<file path="config.mk">
export PLATFORM = sky130hd
export DESIGN_NAME = pkp_packer
export DESIGN_NICKNAME = d
export VERILOG_FILES = /design/src/rtl/pkp_pkg.sv /design/src/rtl/pkp_fmt_check.sv /design/src/rtl/pkp_slicer.sv /design/src/rtl/pkp_packer.sv
export SDC_FILE = /design/constraint.sdc
export NUM_CORES = 1
export LEC_CHECK = 0
export ABC_AREA = 1
export ABC_CLOCK_PERIOD_IN_PS = 5500
export BUFFER_PORTS_ARGS = -buffer_cell sky130_fd_sc_hd__buf_2
export CAP_MARGIN = 40
export CELL_PAD_IN_SITES_DETAIL_PLACEMENT = 0
export CELL_PAD_IN_SITES_GLOBAL_PLACEMENT = 1
export CORE_UTILIZATION = 35
export DETAILED_ROUTE_END_ITERATION = 8
export GPL_TIMING_DRIVEN = 0
export HOLD_SLACK_MARGIN = 0.06
export PLACE_DENSITY = 0.76
export SETUP_SLACK_MARGIN = 0.4
export SLEW_MARGIN = 20
export SYNTH_ARGS = -nofsm -noshare
export SYNTH_HDL_FRONTEND = slang
export SYNTH_SLANG_ARGS = --single-unit
</file>
<file path="constraint.sdc">
create_clock -name clk -period 5.5 [get_ports clk]
set_input_delay 0 -clock clk [delete_from_list [all_inputs] [get_ports clk]]
set_output_delay 0 -clock clk [all_outputs]
set_load 0.02 [all_outputs]
</file>
<file path="src/rtl/pkp_pkg.sv">
package pkp_pkg;
    localparam int PIX_W = 24;
    localparam int BUS_W = 16;

    typedef enum logic [1:0] {
        FMT_ONE   = 2'd0,
        FMT_TWO   = 2'd1,
        FMT_THREE = 2'd2,
        FMT_PAIR  = 2'd3
    } cyc_fmt_e;

    function automatic logic [4:0] width_of_type(input logic [1:0] code);
        case (code)
            2'd0:    return 5'd12;
            2'd1:    return 5'd16;
            2'd2:    return 5'd18;
            default: return 5'd24;
        endcase
    endfunction

    function automatic logic [4:0] lines_of_mode(input logic [1:0] code);
        case (code)
            2'd0:    return 5'd8;
            2'd1:    return 5'd9;
            2'd2:    return 5'd12;
            default: return 5'd16;
        endcase
    endfunction
endpackage

</file>
<file path="src/rtl/pkp_fmt_check.sv">
module pkp_fmt_check
    import pkp_pkg::*;
(
    input  logic [1:0] data_type,
    input  logic [1:0] bus_mode,
    input  logic [1:0] cycle_fmt,
    output logic       fmt_ok,
    output logic [4:0] lines
);
    logic [6:0] bpp;
    logic [6:0] ln;

    always_comb begin
        bpp   = {2'b00, width_of_type(data_type)};
        ln    = {2'b00, lines_of_mode(bus_mode)};
        lines = ln[4:0];
        // width must match bus width times words per pixel
        case (cyc_fmt_e'(cycle_fmt))
            FMT_ONE:   fmt_ok = (bpp == ln);
            FMT_TWO:   fmt_ok = (bpp == 7'(2 * ln));
            FMT_THREE: fmt_ok = (bpp == 7'(3 * ln));
            default:   fmt_ok = (7'(2 * bpp) == 7'(3 * ln));
        endcase
    end
endmodule

</file>
<file path="src/rtl/pkp_slicer.sv">
module pkp_slicer
    import pkp_pkg::*;
(
    input  logic [PIX_W-1:0] pix_a,
    input  logic [PIX_W-1:0] pix_b,
    input  logic [4:0]       lines,
    input  logic [1:0]       cycle_fmt,
    input  logic [1:0]       phase,
    input  logic [1:0]       nwords,
    output logic [BUS_W-1:0] word
);
    logic [31:0] a32, b32, mask_l, mask_h, w32;
    logic [4:0]  half;
    logic [1:0]  rank;
    logic [5:0]  sh;

    always_comb begin
        a32    = {8'd0, pix_a};
        b32    = {8'd0, pix_b};
        half   = lines >> 1;
        mask_l = (32'd1 << lines) - 32'd1;
        mask_h = (32'd1 << half) - 32'd1;
        rank   = nwords - 2'd1 - phase;
        sh     = {4'd0, rank} * {1'b0, lines};
        if (cyc_fmt_e'(cycle_fmt) == FMT_PAIR) begin
            // two pixels over three words, half-width pieces in the middle
            case (phase)
                2'd0:    w32 = (a32 >> half) & mask_l;
                2'd1:    w32 = ((a32 & mask_h) << half) | ((b32 >> lines) & mask_h);
                default: w32 = b32 & mask_l;
            endcase
        end else begin
            // most significant piece first
            w32 = (a32 >> sh) & mask_l;
        end
        word = w32[BUS_W-1:0];
    end
endmodule

</file>
<file path="src/rtl/pkp_packer.sv">
module pkp_packer
    import pkp_pkg::*;
#(
    parameter int CNT_W = 16
) (
    input  logic             clk,
    input  logic             rst_n,
    input  logic             start,
    input  logic [CNT_W-1:0] pix_total,
    input  logic [1:0]       data_type,
    input  logic [1:0]       bus_mode,
    input  logic [1:0]       cycle_fmt,
    input  logic             pix_valid,
    input  logic [PIX_W-1:0] pix_data,
    output logic             pix_ready,
    output logic             bus_valid,
    output logic [BUS_W-1:0] bus_data,
    output logic             bus_dsel,
    input  logic             bus_ready,
    output logic             busy,
    output logic             cfg_err,
    output logic             frame_done
);
    typedef struct packed {
        logic             busy;
        logic             err;
        logic             done;
        logic [CNT_W-1:0] rem;
        logic [1:0]       dt;
        logic [1:0]       pm;
        logic [1:0]       cf;
        logic [1:0]       held;
        logic [1:0]       phase;
        logic [PIX_W-1:0] pa;
        logic [PIX_W-1:0] pb;
    } state_t;

    state_t st_q, st_d;

    logic [1:0] sel_dt, sel_pm, sel_cf;
    logic       fmt_ok;
    logic [4:0] lines;
    logic [1:0] need, nwords;
    logic       gather, offer, last_word;

    assign sel_dt = st_q.busy ? st_q.dt : data_type;
    assign sel_pm = st_q.busy ? st_q.pm : bus_mode;
    assign sel_cf = st_q.busy ? st_q.cf : cycle_fmt;

    pkp_fmt_check u_check (
        .data_type (sel_dt),
        .bus_mode  (sel_pm),
        .cycle_fmt (sel_cf),
        .fmt_ok    (fmt_ok),
        .lines     (lines)
    );

    always_comb begin
        need   = (cyc_fmt_e'(st_q.cf) == FMT_PAIR && st_q.rem >= CNT_W'(2)) ? 2'd2 : 2'd1;
        case (cyc_fmt_e'(st_q.cf))
            FMT_ONE:   nwords = 2'd1;
            FMT_TWO:   nwords = 2'd2;
            FMT_THREE: nwords = 2'd3;
            default:   nwords = (need == 2'd2) ? 2'd3 : 2'd2;
        endcase
        gather    = st_q.busy && (st_q.held < need);
        offer     = st_q.busy && (st_q.held == need);
        last_word = (st_q.phase == nwords - 2'd1);
    end

    pkp_slicer u_slice (
        .pix_a     (st_q.pa),
        .pix_b     (st_q.pb),
        .lines     (lines),
        .cycle_fmt (st_q.cf),
        .phase     (st_q.phase),
        .nwords    (nwords),
        .word      (bus_data)
    );

    always_comb begin
        st_d      = st_q;
        st_d.done = 1'b0;
        if (start && !st_q.busy) begin
            // capture settings, refuse bad ones
            st_d.err   = !fmt_ok || (pix_total == '0);
            st_d.busy  = fmt_ok && (pix_total != '0);
            st_d.rem   = pix_total;
            st_d.dt    = data_type;
            st_d.pm    = bus_mode;
            st_d.cf    = cycle_fmt;
            st_d.held  = 2'd0;
            st_d.phase = 2'd0;
        end else if (st_q.busy) begin
            if (gather && pix_valid) begin
                if (st_q.held == 2'd0) begin
                    st_d.pa = pix_data;
                    st_d.pb = '0;
                end else begin
                    st_d.pb = pix_data;
                end
                st_d.held = st_q.held + 2'd1;
            end
            if (offer && bus_ready) begin
                if (last_word) begin
                    st_d.phase = 2'd0;
                    st_d.held  = 2'd0;
                    st_d.rem   = st_q.rem - CNT_W'(need);
                    if (st_q.rem == CNT_W'(need)) begin
                        st_d.busy = 1'b0;
                        st_d.done = 1'b1;
                    end
                end else begin
                    st_d.phase = st_q.phase + 2'd1;
                end
            end
        end
    end

    always_ff @(posedge clk) begin
        if (!rst_n) begin
            st_q <= '0;
        end else begin
            st_q <= st_d;
        end
    end

    assign pix_ready  = gather;
    assign bus_valid  = offer;
    assign bus_dsel   = offer;
    assign busy       = st_q.busy;
    assign cfg_err    = st_q.err;
    assign frame_done = st_q.done;

    AST_HOLD_WORD: assert property (@(posedge clk) disable iff (!rst_n)
        bus_valid && !bus_ready |=> bus_valid && $stable(bus_data));
    AST_NO_OVERLAP: assert property (@(posedge clk) disable iff (!rst_n)
        !(pix_ready && bus_valid));
    AST_DONE_PULSE: assert property (@(posedge clk) disable iff (!rst_n)
        frame_done |=> !frame_done);
    AST_DONE_IDLE: assert property (@(posedge clk) disable iff (!rst_n)
        frame_done |-> !busy && !bus_valid);
    AST_ERR_IDLE: assert property (@(posedge clk) disable iff (!rst_n)
        cfg_err |-> !busy && !pix_ready && !bus_valid);
    AST_BUSY_FROM_START: assert property (@(posedge clk) disable iff (!rst_n)
        $rose(busy) |-> $past(start));
endmodule

</file>
; ---- Yosys cells after proc, flatten, opt, wreduce, memory -nomap -nowiden
; Cells that the tools add are included.
[classes]
add_sub_neg = 7
multipliers = 2
div_mod_pow = 0
magnitude_cmp = 2
eq_ne = 18
shift = 6
muxes = 26
bitwise_logic = 11
n_reduce_logical = 27
[op_table]
columns = operator, n
row1 = 16-bit 2-to-1 mux, 5
row2 = 16-bit bitwise AND, 4
row3 = 24-bit by 32-bit bitwise AND with 32-bit output, 1
row4 = 16-bit case mux with 2 select lines, 1
row5 = 1-bit by 4-bit left shift with 32-bit output (first input constant), 1
row6 = 32-bit by 4-bit left shift with 16-bit output, 1
row7 = 32-bit by 1-bit subtractor with 32-bit output (second input constant), 1
row8 = 5-bit case mux with 3 select lines, 2
row9 = 24-bit 2-to-1 mux, 1
row10 = 24-bit by 4-bit right shift with 16-bit output, 1
row11 = 24-bit by 5-bit right shift with 16-bit output, 1
row12 = 24-bit by 6-bit right shift with 16-bit output, 1
row13 = 16-bit by 2-bit == test with 1-bit output, 1
row14 = 16-bit by 2-bit >= comparator with 1-bit output (second input constant), 1
row15 = 16-bit logical NOT, 1
row16 = 16-bit bitwise OR, 1
row17 = 16-bit nonzero test, 1
row18 = 1-bit by 5-bit left shift with 16-bit output (first input constant), 1
row19 = 16-bit by 1-bit subtractor with 16-bit output (second input constant), 1
row20 = 16-bit by 2-bit subtractor with 16-bit output, 1
row21 = 2-bit 2-to-1 mux, 7
row22 = 2-bit == test (second input constant), 6
row23 = 2-bit logical NOT, 6
row24 = 2-bit by 1-bit == test with 1-bit output (second input constant), 5
row25 = 25 further kinds, 47
[totals]
regBits = 77
latchBits = 0
ramBits = 0
romBits = 0
inputBits = 51
output_inout_bits = 22
memories = 0

; ---- Logic depth before layout (Yosys ltp)
; Gate-level depths: netlist of the first run.
[depth]
word_depth = 12
depth_mapped = 23
ltp_nobuf = 23

; ---- Cells and area by module
; From an unflattened synthesis of the first run, not the netlist that was laid out.
[hier_totals]
cells_unflattened = 1542
area_unflattened_um2 = 8625.8
[modules_own_cells]
columns = module, instances, cells_each, area_each_um2, seq_area_each_um2
row1 = pkp_slicer, 1, 956, 4586.9, 0.0
row2 = pkp_packer, 1, 517, 3689.8, 1541.5
row3 = pkp_fmt_check, 1, 69, 349.1, 0.0

; ---- Least setup slack after synthesis of the first run
; Ideal clock, no wire load.
[synth_timing]
path_kind = reg2out
start = register st_q[53] (netlist bit)
end = output port bus_data[10]
t_arrival_ps = 3142
slack_ps = 2358
path_stages_with_launch = 19
path_cell_list = dfxtp_1 nand2_1 inv_1 clkbuf_1 nand2_1 nand2_1 ha_1 inv_1 nand3_2 buf_2 nand3_1 fa_1 inv_1 nand4_1 nand2_2 nand3_2 nor2_2 nand2_1 o21ai_1
[synth_between]
elab_chain_cells = 12
word_cells_on_any_way = 15
cone_classes = 2 x add/sub / 1 x mul / 4 x eq/ne / 1 x shift / 4 x mux / 1 x bitwise / 2 x reduce/logical
[synth_rtl]
columns = item, line_no
row1 = start: declaration, pkp_packer.sv:38  ; state_t st_q, st_d;
row2 = start signal: assignment, pkp_packer.sv:124  ; st_q <= st_d;
row3 = 2-bit == test, "pkp_slicer.sv:25, pkp_packer.sv:59"
row4 = 1-bit logical AND, pkp_packer.sv:59  ; need = (cyc_fmt_e'(st_q.cf) == FMT_PAIR && st_q.rem >= CNT_W'(2)) ? 2'd2 : 2'd1;
row5 = 2-bit 2-to-1 mux, pkp_packer.sv:59
row6 = 2-bit == test, pkp_packer.sv:64  ; default: nwords = (need == 2'd2) ? 2'd3 : 2'd2;
row7 = 1-bit 2-to-1 mux, pkp_packer.sv:64
row8 = 2-bit case mux with 3 select lines, pkp_packer.sv:60  ; case (cyc_fmt_e'(st_q.cf))
row9 = 2-bit by 1-bit subtractor with 2-bit output, pkp_slicer.sv:23  ; rank = nwords - 2'd1 - phase;
row10 = 2-bit subtractor, pkp_slicer.sv:23
row11 = 2-bit by 5-bit multiplier with 6-bit output, pkp_slicer.sv:24  ; sh = {4'd0, rank} * {1'b0, lines};
row12 = 24-bit by 6-bit right shift with 16-bit output, pkp_slicer.sv:34  ; w32 = (a32 >> sh) & mask_l;
row13 = 16-bit bitwise AND, pkp_slicer.sv:34
row14 = 16-bit 2-to-1 mux (*), pkp_slicer.sv:25  ; if (cyc_fmt_e'(cycle_fmt) == FMT_PAIR) begin
row15 = end: declaration, pkp_packer.sv:17  ; output logic [BUS_W-1:0] bus_data,
; Mark *: on every way between the ends. The rest lies on a longest branch, timed or not.

; ---- Worst setup path in the final report of the first run
[layout_timing]
start = register st_q[53] (netlist bit)
end = output port bus_data[6]
; The elaborated chain is that of the path after synthesis.

==> results of run 1 <==
-- cell type report --
class	count	area, sq um	share of cell area (%)
multi-input cells	753	3920	51.8
flip-flops and latches	77	1540	20.3
repair buffers	117	811	10.7
inverters	113	427	5.63
well taps	225	282	3.72
plain buffers	55	253	3.34
clock buffers	12	246	3.25
clock inverters	4	95.1	1.26
-- worst paths after layout --
kind                                     from     endpoint  slack, ns  cells past startpoint
worst max-delay path                 st_q[53]  bus_data[6]       0.92                     17
worst min register to register       st_q[57]     st_q[57]       0.46                      2
worst min-delay path            pix_total[12]     st_q[70]       0.08                      5
worst max register to register       st_q[53]     st_q[45]       1.44                     14
-- critical path, stage by stage (launching register included) --
cell,delay [ns]
sky130_fd_sc_hd__dfxtp_1,0.39
sky130_fd_sc_hd__nand2_1,0.22
sky130_fd_sc_hd__inv_1,0.18
sky130_fd_sc_hd__clkbuf_1,0.46
sky130_fd_sc_hd__nand2_1,0.29
sky130_fd_sc_hd__nand2_1,0.13
sky130_fd_sc_hd__ha_1,0.18
sky130_fd_sc_hd__inv_1,0.06
sky130_fd_sc_hd__nand3_2,0.15
sky130_fd_sc_hd__buf_2,0.25
sky130_fd_sc_hd__nand3_1,0.14
sky130_fd_sc_hd__fa_1,0.81
sky130_fd_sc_hd__inv_1,0.22
sky130_fd_sc_hd__nor2_1,0.28
sky130_fd_sc_hd__nand3_1,0.11
sky130_fd_sc_hd__nand3_1,0.13
sky130_fd_sc_hd__nand2_1,0.07
sky130_fd_sc_hd__buf_2,0.16
-- registers in the layout, summed over array words and instances, names as in the netlist --
name,flops
frame_done,1
st_q,74
busy,1
cfg_err,1
-- power by group through the flow --
stage | combinational (uW) | clock (uW) | sequential [uW]
floorplan | 630 | 0 | 655
global placement | 897 | 0 | 669
detailed placement | 893 | 0 | 668
CTS | 922 | 704 | 656
global route | 1030 | 727 | 663
finish | 937 | 698 | 659
-- placed cells by master (no fill, tap or decap), drive strengths merged, types with 4 or more instances in the layout --
master       netlist  final
nor3               8      8
o221ai             8      8
o211ai             9      9
conb               1      4
o22ai             14     14
clkbuf            34     46
xnor2              4      4
o31ai              4      4
clkinv             3      4
ha                17     17
nor4               4      4
a21oi             83     83
a221oi             5      5
dfxtp             77     77
dlygate4sd3        0     45
nand4             37     37
buf               21     93
nand3             81     81
nand2            238    238
xor2               6      6
nor2              80     80
o21ai            114    114
inv              110    110
a211oi            18     18
-- kinds of logic (layout without fill, tap and decap cells) --
family / Yosys count / count (layout) / synth area share, %
AOI/OAI and AO/OA: 268 / 268 / 25.2
xor gates and xnor gates: 10 / 10 / 1.43
adders and majority gates: 19 / 19 / 4.12
buffers and inverters: 168 / 301 / 11.1
DFF: 77 / 77 / 25.1
other: 1 / 4 / 0.0612
and+or+nand+nor: 452 / 452 / 32.9
-- synth_stat cells, drive strengths merged (5+ instances only) --
library cell / instances
a211oi: 18
nor2: 80
o211ai: 9
inv: 110
o21ai: 114
dfxtp: 77
a221oi: 5
buf: 21
nand3: 81
clkbuf: 34
a21oi: 83
nand4: 37
nor3: 8
o22ai: 14
xor2: 6
o221ai: 8
ha: 17
nand2: 238
-- metal layers --
metal | global-route usage, % | vias to the layer above | share of wire, %
met5 | 0 | - | 0
met3 | 4.61 | 45 | 6.4
met4 | 9.61 | 0 | 2.5
li1 | - | 3657 | -
met2 | 44.2 | 296 | 45
met1 | 37.0 | 3461 | 46
-- through the flow --
step / utilization (%) / area (sq um) / worst slack [ns] / hold WS (ns)
floorplan: - / 6140 / 2.36 / 0.135
global placement: 39.5 / 6780 / 1.25 / 0.258
detailed placement: 39.5 / 6780 / 1.32 / 0.256
CTS: 44.1 / 7580 / 0.953 / 0.0674
global route: 44.1 / 7580 / 0.561 / 0.0883
finish: 44.1 / 7580 / 0.920 / 0.0789
==> impl.org, run 1 <==
** Run status
- Outcome :: complete, no violations

** Cells and area
- The post-route netlist has 11.8% of its cells at a drive strength greater than 1.
- Area added between synthesis and finish :: 23.6%
- After the last flow step, the layout net total stands at about 1.2k.
- Leaving out filler cells and counting taps, the final layout contains 1,356.
- After filler insertion, the fill cell instance count of the layout stands at 1,939.
- 0 antenna diodes ended up in the layout.

** Power and ir drop
- Seq pwr share :: 28.7%
- Net switching power :: between 900 and 1000 uW
- Tot Pwr :: around 2300 uW
- Switch share :: 40.3%
- The analysis attributes to cell leakage a power of 0.00328 uW.
- Clock network fraction of design power :: 30.4%
- The worst-case IR drop observed on VDD is 167 uV.
- PD cells :: 303 nW/um^2
- Cell-internal power :: 1370 uW
- Combinational cells account for 40.9% of the total power.

** Setup path
- In this run the worst path has a maximum fanout of 10.
- STA classifies the critical path endpoint as an output pin.
- At the worst endpoint, the arrival time is 4.58 ns.
- Kind of start point of the critical path :: flop
- For the worst setup path, the data required time is 5.50 ns.
- By startpoint and endpoint, the worst setup path is classified as reg -> out.

** Floorplan
- Die height :: 134 microns
- After floorplanning, the core was divided into 48 placement rows.
- Once the floorplan was initialized, standard cells occupied 35.7% of the core.
- Pin placement for this block handled 73 I/O pins.
- Overall die area :: between 15,000 and 20,000 sq um
- Area inside the core boundary :: 17,200 sq um
- The floorplan step set the die width to between 100 and 150 microns.

** Job
- Number of max-capacitance violations reported :: 0

** Clock network
- Number of clock sinks :: 77
- Clk Latency, worst-skew pair :: 0.34 ns
- The clock passes through at most 2 buffers.
- Total CTS buffers :: 9
- Number of buffers inserted by hold repair at cts :: 45
- Post-CTS setup buffer count :: 0
- Worst-path clk slew :: 0.06 ns
- Gates resized during post-CTS repair numbered 0.
- H-Tree Depth :: 3
- TritonCTS built the clock tree.
- In this run the clock root is driven by a sky130_fd_sc_hd__clkbuf_16.

** Global routing
- Grt total ovfl :: 0
- Initial antenna violation count :: 0
- The number of global-route vias before repair came to 6,829.
- First-pass GRT wire length :: 38,100 microns
- Entering global routing, the biggest net connects 13 pins.
- For this run, the total global-route usage over all layers was measured as between 20 and 30%.

** STA
- The final-report max-slew violation count was 0.
- For the finished layout, the period the worst path requires is 4.58 ns.
- Measured against its own limit, the worst slew margin works out to roughly half.
- Measured slew at the worst slew-check pin :: 0.722 ns
- Summed negative setup slack over all endpoints :: 0 ns
- Final-report setup violation count :: 0
- Post-route fraction of the period consumed by the critical path :: 83.3%
- Upper clock frequency limit :: about 220 MHz
- On the final layout, the worst clock skew is between 0.01 and 0.015 ns.
- RSZ-0062 raised after global routing :: no
- The final number of hold-violating endpoints came to 0.

** Drt
- The first TritonRoute pass finished after 5 iterations.
- Dividing the detail-routed via count by the number of cells gives 5.50.
- After detailed routing, the average wire length per cell comes to 18.2 microns.
- Remaining routing DRC violations :: 0
- ANT nets after route :: 0
- Routed WL :: about 25,000 microns
- Via count :: 7,459
- Iteration-0 DRC Markers :: 631

** Yosys
- The netlist uses between 40 and 50 different library cells.
- Post-synthesis sequential area ratio :: 25.1%
- Of all flip-flops after synthesis, the portion carrying an async set or reset was 0%.
- Dominant cell type by area after synthesis :: sky130_fd_sc_hd__dfxtp_1
- Cell count after synthesis :: 995
- For this run, the number of Yosys warnings is 0.
- Synthesized cell area :: 6130 sq um
- Most common flop cell mapped by yosys :: sky130_fd_sc_hd__dfxtp_1
- Post-synth EDFFs :: 0
- Leading post-synthesis cells by cell area :: sky130_fd_sc_hd__dfxtp_1 (25%), sky130_fd_sc_hd__nand2_1 (14%), sky130_fd_sc_hd__o21ai_0 (7.8%), sky130_fd_sc_hd__a21oi_1 (6.8%), sky130_fd_sc_hd__inv_1 (6.4%)
- Proportion of netlist area held by the largest area contributor :: 25.1%
- Post-synthesis area per instance :: 6.16 sq um
- Synthesized flop and latch total :: 77

** Worst hold path
- Worst hold-check path type :: in -> reg

** Placement
- During placement, the flow inserted port buffers numbering 72.
- At the end of routability-driven placement, the weighted congestion stood at 0.951.
- HPWL Detailed :: between 15,000 and 20,000 microns
- Post-placement cell count :: 1,295
Note: power is estimated with default switching activity, not from simulation.
==> run 2, diff against run 1 <==
- ABC_CLOCK_PERIOD_IN_PS: 5500 -> 4100
- PLACE_DENSITY: 0.76 -> 0.79
- clock period: 5.5 -> 4.1 ns (I/O delays scaled with it)
==> impl.org, run 2 (synthesis results as in run 1) <==
** Floorplan
- The overall die width is 134 microns (unchanged).
- Number of rows in the core area :: 48 (unchanged)
- Overall die area :: 18,000 sq um (unchanged)
- Initial standard-cell utilization of the core :: 35.7% (unchanged)
- The top-level port count is 73 (unchanged).
- The area inside the core boundary came to 17,200 sq um (unchanged).
- The vertical die dimension came to 134 microns (unchanged).

** STA
- The worst-case headroom to the max-slew limit came to 51.7% (-0.16 points).
- Count of pins over their slew limit :: 0 (unchanged)
- Number of failing hold endpoints at the final stage :: 0 (unchanged)
- Measured slew at the worst slew-check pin :: 0.724 ns (+0.00235 ns)
- Worst hold-check slack :: 0.0810 ns (+0.00212 ns)
- RSZ-0062 raised after global routing :: no
- In the finished design, the share of the clock period the worst path needs comes to 85.5%.
- Largest clock skew in the final design :: 0.00925 ns (-0.00171 ns)
- Minimum period implied by the final worst setup slack :: 3.50 ns
- Summed negative setup slack over all endpoints :: 0 ns (unchanged)
- Upper clock frequency limit :: between 200 and 300 MHz
- The number of failing setup endpoints in the final timing report is 0 (unchanged).

** Cells and area
- Max FFs per register :: 74 (unchanged)
- Commonest non-fill, non-tap cell in the layout :: sky130_fd_sc_hd__nand2_1
- Commonest non-fill, non-tap cells in the layout :: sky130_fd_sc_hd__nand2_1 (225), sky130_fd_sc_hd__inv_1 (103), sky130_fd_sc_hd__o21ai_0 (95)
- The share of post-route cells with drive strength above 1 was 14.8% (+3.0 points).
- The final core utilization was 44.8% (+0.68 points).
- Number of fill cells in the layout :: 1,912 (-1.4%)
- The number of nets at the end of the flow was 1,199 (+0.25%).
- The total inserted antenna cells came to 0 (unchanged).
- The count of non-filler cells in the finished layout was 1,359 (+0.22%).
- From synthesis to final layout, the design area changed by 25.5%.
- Register bank with the most flops :: st_q

** Clock network
- Total CTS buffers :: 9 (unchanged)
- Clock tree from TritonCTS :: built
- The number of levels the H-tree was split into was 3 (unchanged).
- The post-CTS clock slew at the launch and capture registers of the worst setup and hold paths was 0.06 ns (about the same).
- Number of clock sinks :: 77 (unchanged)
- The tree is rooted in a sky130_fd_sc_hd__clkbuf_16.
- Clk Latency, worst-skew pair :: 0.34 ns (about the same)
- The worst-case clock buffer depth came to 2 (unchanged).

** Drt
- The routed wirelength normalized by instance count is 17.9 microns (-1.8%).
- The final antenna-violating net count came to 0 (unchanged).
- Iteration-0 DRC Markers :: 752 (+19%)
- The number of optimization iterations in the first detailed-route pass was 6 (+1).
- Routed WL :: 24,300 microns (-1.6%)
- Via density :: 5.51 (+0.10%)
- The total number of vias is 7,483 (+0.32%).
- The number of design rule violations left after detail routing is 0 (unchanged).

** Job
- The count of maximum capacitance violations came to 0 (unchanged).

** Power and ir drop
- The leakage dissipation came to 0.00332 uW (+1.2%).
- The power per standard cell area is 394 nW/um^2 (+30%).
- Worst IR Drop VDD :: 221 uV (+32%)

** Global routing
- First-pass GRT wire length :: 37,800 microns (-0.87%)
- Vias in the first global route :: 6,991 (+2.4%)
- The total routing usage reported by global routing was 27.1% (-0.45 points).
- Pin count of the biggest net entering global routing :: 13 (unchanged)
- The initial antenna violation count is 0 (unchanged).
- The residual overflow from global routing is 0 (unchanged).

** Setup path
- The largest fanout of any net on the critical path came to 8 (-2).
- The worst register-to-register path begins at st_q[70].
- STA classifies the critical path endpoint as an output pin.
- The required time of the worst setup path is 4.10 ns (-1.40 ns).
- The worst setup path is launched from a flop.
- The arrival time of data at the critical path endpoint was 3.50 ns (-1.08 ns).
- Critical R2R Capture :: st_q[45]
- Critical path class :: reg -> out
- The worst reg2reg path depth was 15 (+1).
- Crit. Startpoint :: st_q[70]
- The worst reg-to-reg setup slack is 0.74 ns (-0.70 ns).

** Worst hold path
- The hold-critical path depth is 3 (-2).
- Worst hold start :: bus_ready
- The worst hold path belongs to the class in -> reg.
- The path with the worst hold slack has its endpoint at st_q[49].

** Placement
- The number of buffer cells added on primary ports is 72 (unchanged).
- The HPWL reported at the end of detailed placement came to 18,800 microns (-1.9%).
- The number of instances in the placed design came to 1,295 (unchanged).
- Placer's final routability congestion estimate :: 0.969 (+1.9%)

** Run status
- Outcome :: complete, no violations
==> run 2: changes by cell type in the layout (fill, tap and decap cells not counted), moves of 3 or more <==
cell                      before  now
sky130_fd_sc_hd__nor2_4        2    5
sky130_fd_sc_hd__nand2_4       0    3
sky130_fd_sc_hd__nand2_2       7   10
sky130_fd_sc_hd__nor2_1       74   68
sky130_fd_sc_hd__dfxtp_2       0   12
sky130_fd_sc_hd__nand2_1     231  225
sky130_fd_sc_hd__nor2_2        3    6
sky130_fd_sc_hd__dfxtp_1      77   63
==> run 2: worst max path at each step <==
stage | to | slack (ns) | cells past startpoint
6_report | bus_data[0] | 0.60 | 18
4_1_cts | bus_data[12] | 0.43 | 21
5_1_grt | bus_data[0] | 0.35 | 21
2_1_floorplan | bus_data[10] | 0.96 | 18
3_5_place_dp | bus_data[0] | -0.09 | 19
3_3_place_gp | bus_data[0] | -0.14 | 19
==> run 2: per-stage QoR <==
step	cell area [sq um]	total power [uW]	setup WS, ns
global placement	6780	2090	-0.141
global route	7690	3200	0.355
detailed placement	6780	2090	-0.0944
floorplan	6140	1720	0.958
finish	7690	3030	0.596
CTS	7600	2980	0.430
==> run 2: per-layer routing <==
layer  global-route usage, %  wire length (microns)  share of wire, %  up-vias
li1                        -                      -                 -     3657
met1                    36.9                  11000                45     3440
met2                    42.9                  10800                44      331
met3                    3.44                   1600               6.6       55
met4                    11.2                    898               3.7        0
met5                       0                      0                 0        -
==> run 2: area by class of cell <==
cell class | count | area [sq um] | area share (%)
Timing Repair Buffer | 120 | 836 | 10.9
Inverter | 113 | 433 | 5.63
Tap cell | 225 | 282 | 3.66
Clock buffer | 11 | 233 | 3.02
Multi-Input combinational cell | 753 | 4000 | 52.0
Clock inverter | 5 | 75.1 | 0.976
Buffer | 55 | 270 | 3.51
Sequential cell | 77 | 1560 | 20.3
==> run 2: worst max-delay path, stage by stage, from the launching register on <==
cell                         delay (ns)
sky130_fd_sc_hd__dfxtp_2           0.34
sky130_fd_sc_hd__nor2_2            0.14
sky130_fd_sc_hd__nand2_2           0.09
sky130_fd_sc_hd__nor2_2            0.17
sky130_fd_sc_hd__nand2_2           0.09
sky130_fd_sc_hd__nand2_4           0.10
sky130_fd_sc_hd__nand2_1           0.06
sky130_fd_sc_hd__ha_2              0.33
sky130_fd_sc_hd__inv_1             0.18
sky130_fd_sc_hd__nand2_1           0.12
sky130_fd_sc_hd__fa_2              0.72
sky130_fd_sc_hd__clkinvlp_4        0.23
sky130_fd_sc_hd__nor2_1            0.18
sky130_fd_sc_hd__nand2_1           0.07
sky130_fd_sc_hd__nand2_1           0.06
sky130_fd_sc_hd__inv_1             0.04
sky130_fd_sc_hd__nand2_1           0.04
sky130_fd_sc_hd__nand2_1           0.04
sky130_fd_sc_hd__buf_2             0.15
==> run 2: timing repair <==
action,in CTS,in global routing
hold buffers,46,0
hold endpoints to repair,65,0
gates cloned,0,0
endpoints found under the setup margin,40,18
pin swaps,2,8
resized for setup,13,36
setup buffers,1,1
==> run 2: power by group <==
part	leakage, uW	total [uW]	switching (uW)	internal, uW
logic	0.00253	1290	861	428
registers	0.000632	890	67.8	822
clock network	0.000153	850	319	531
total	0.00332	3030	1250	1780
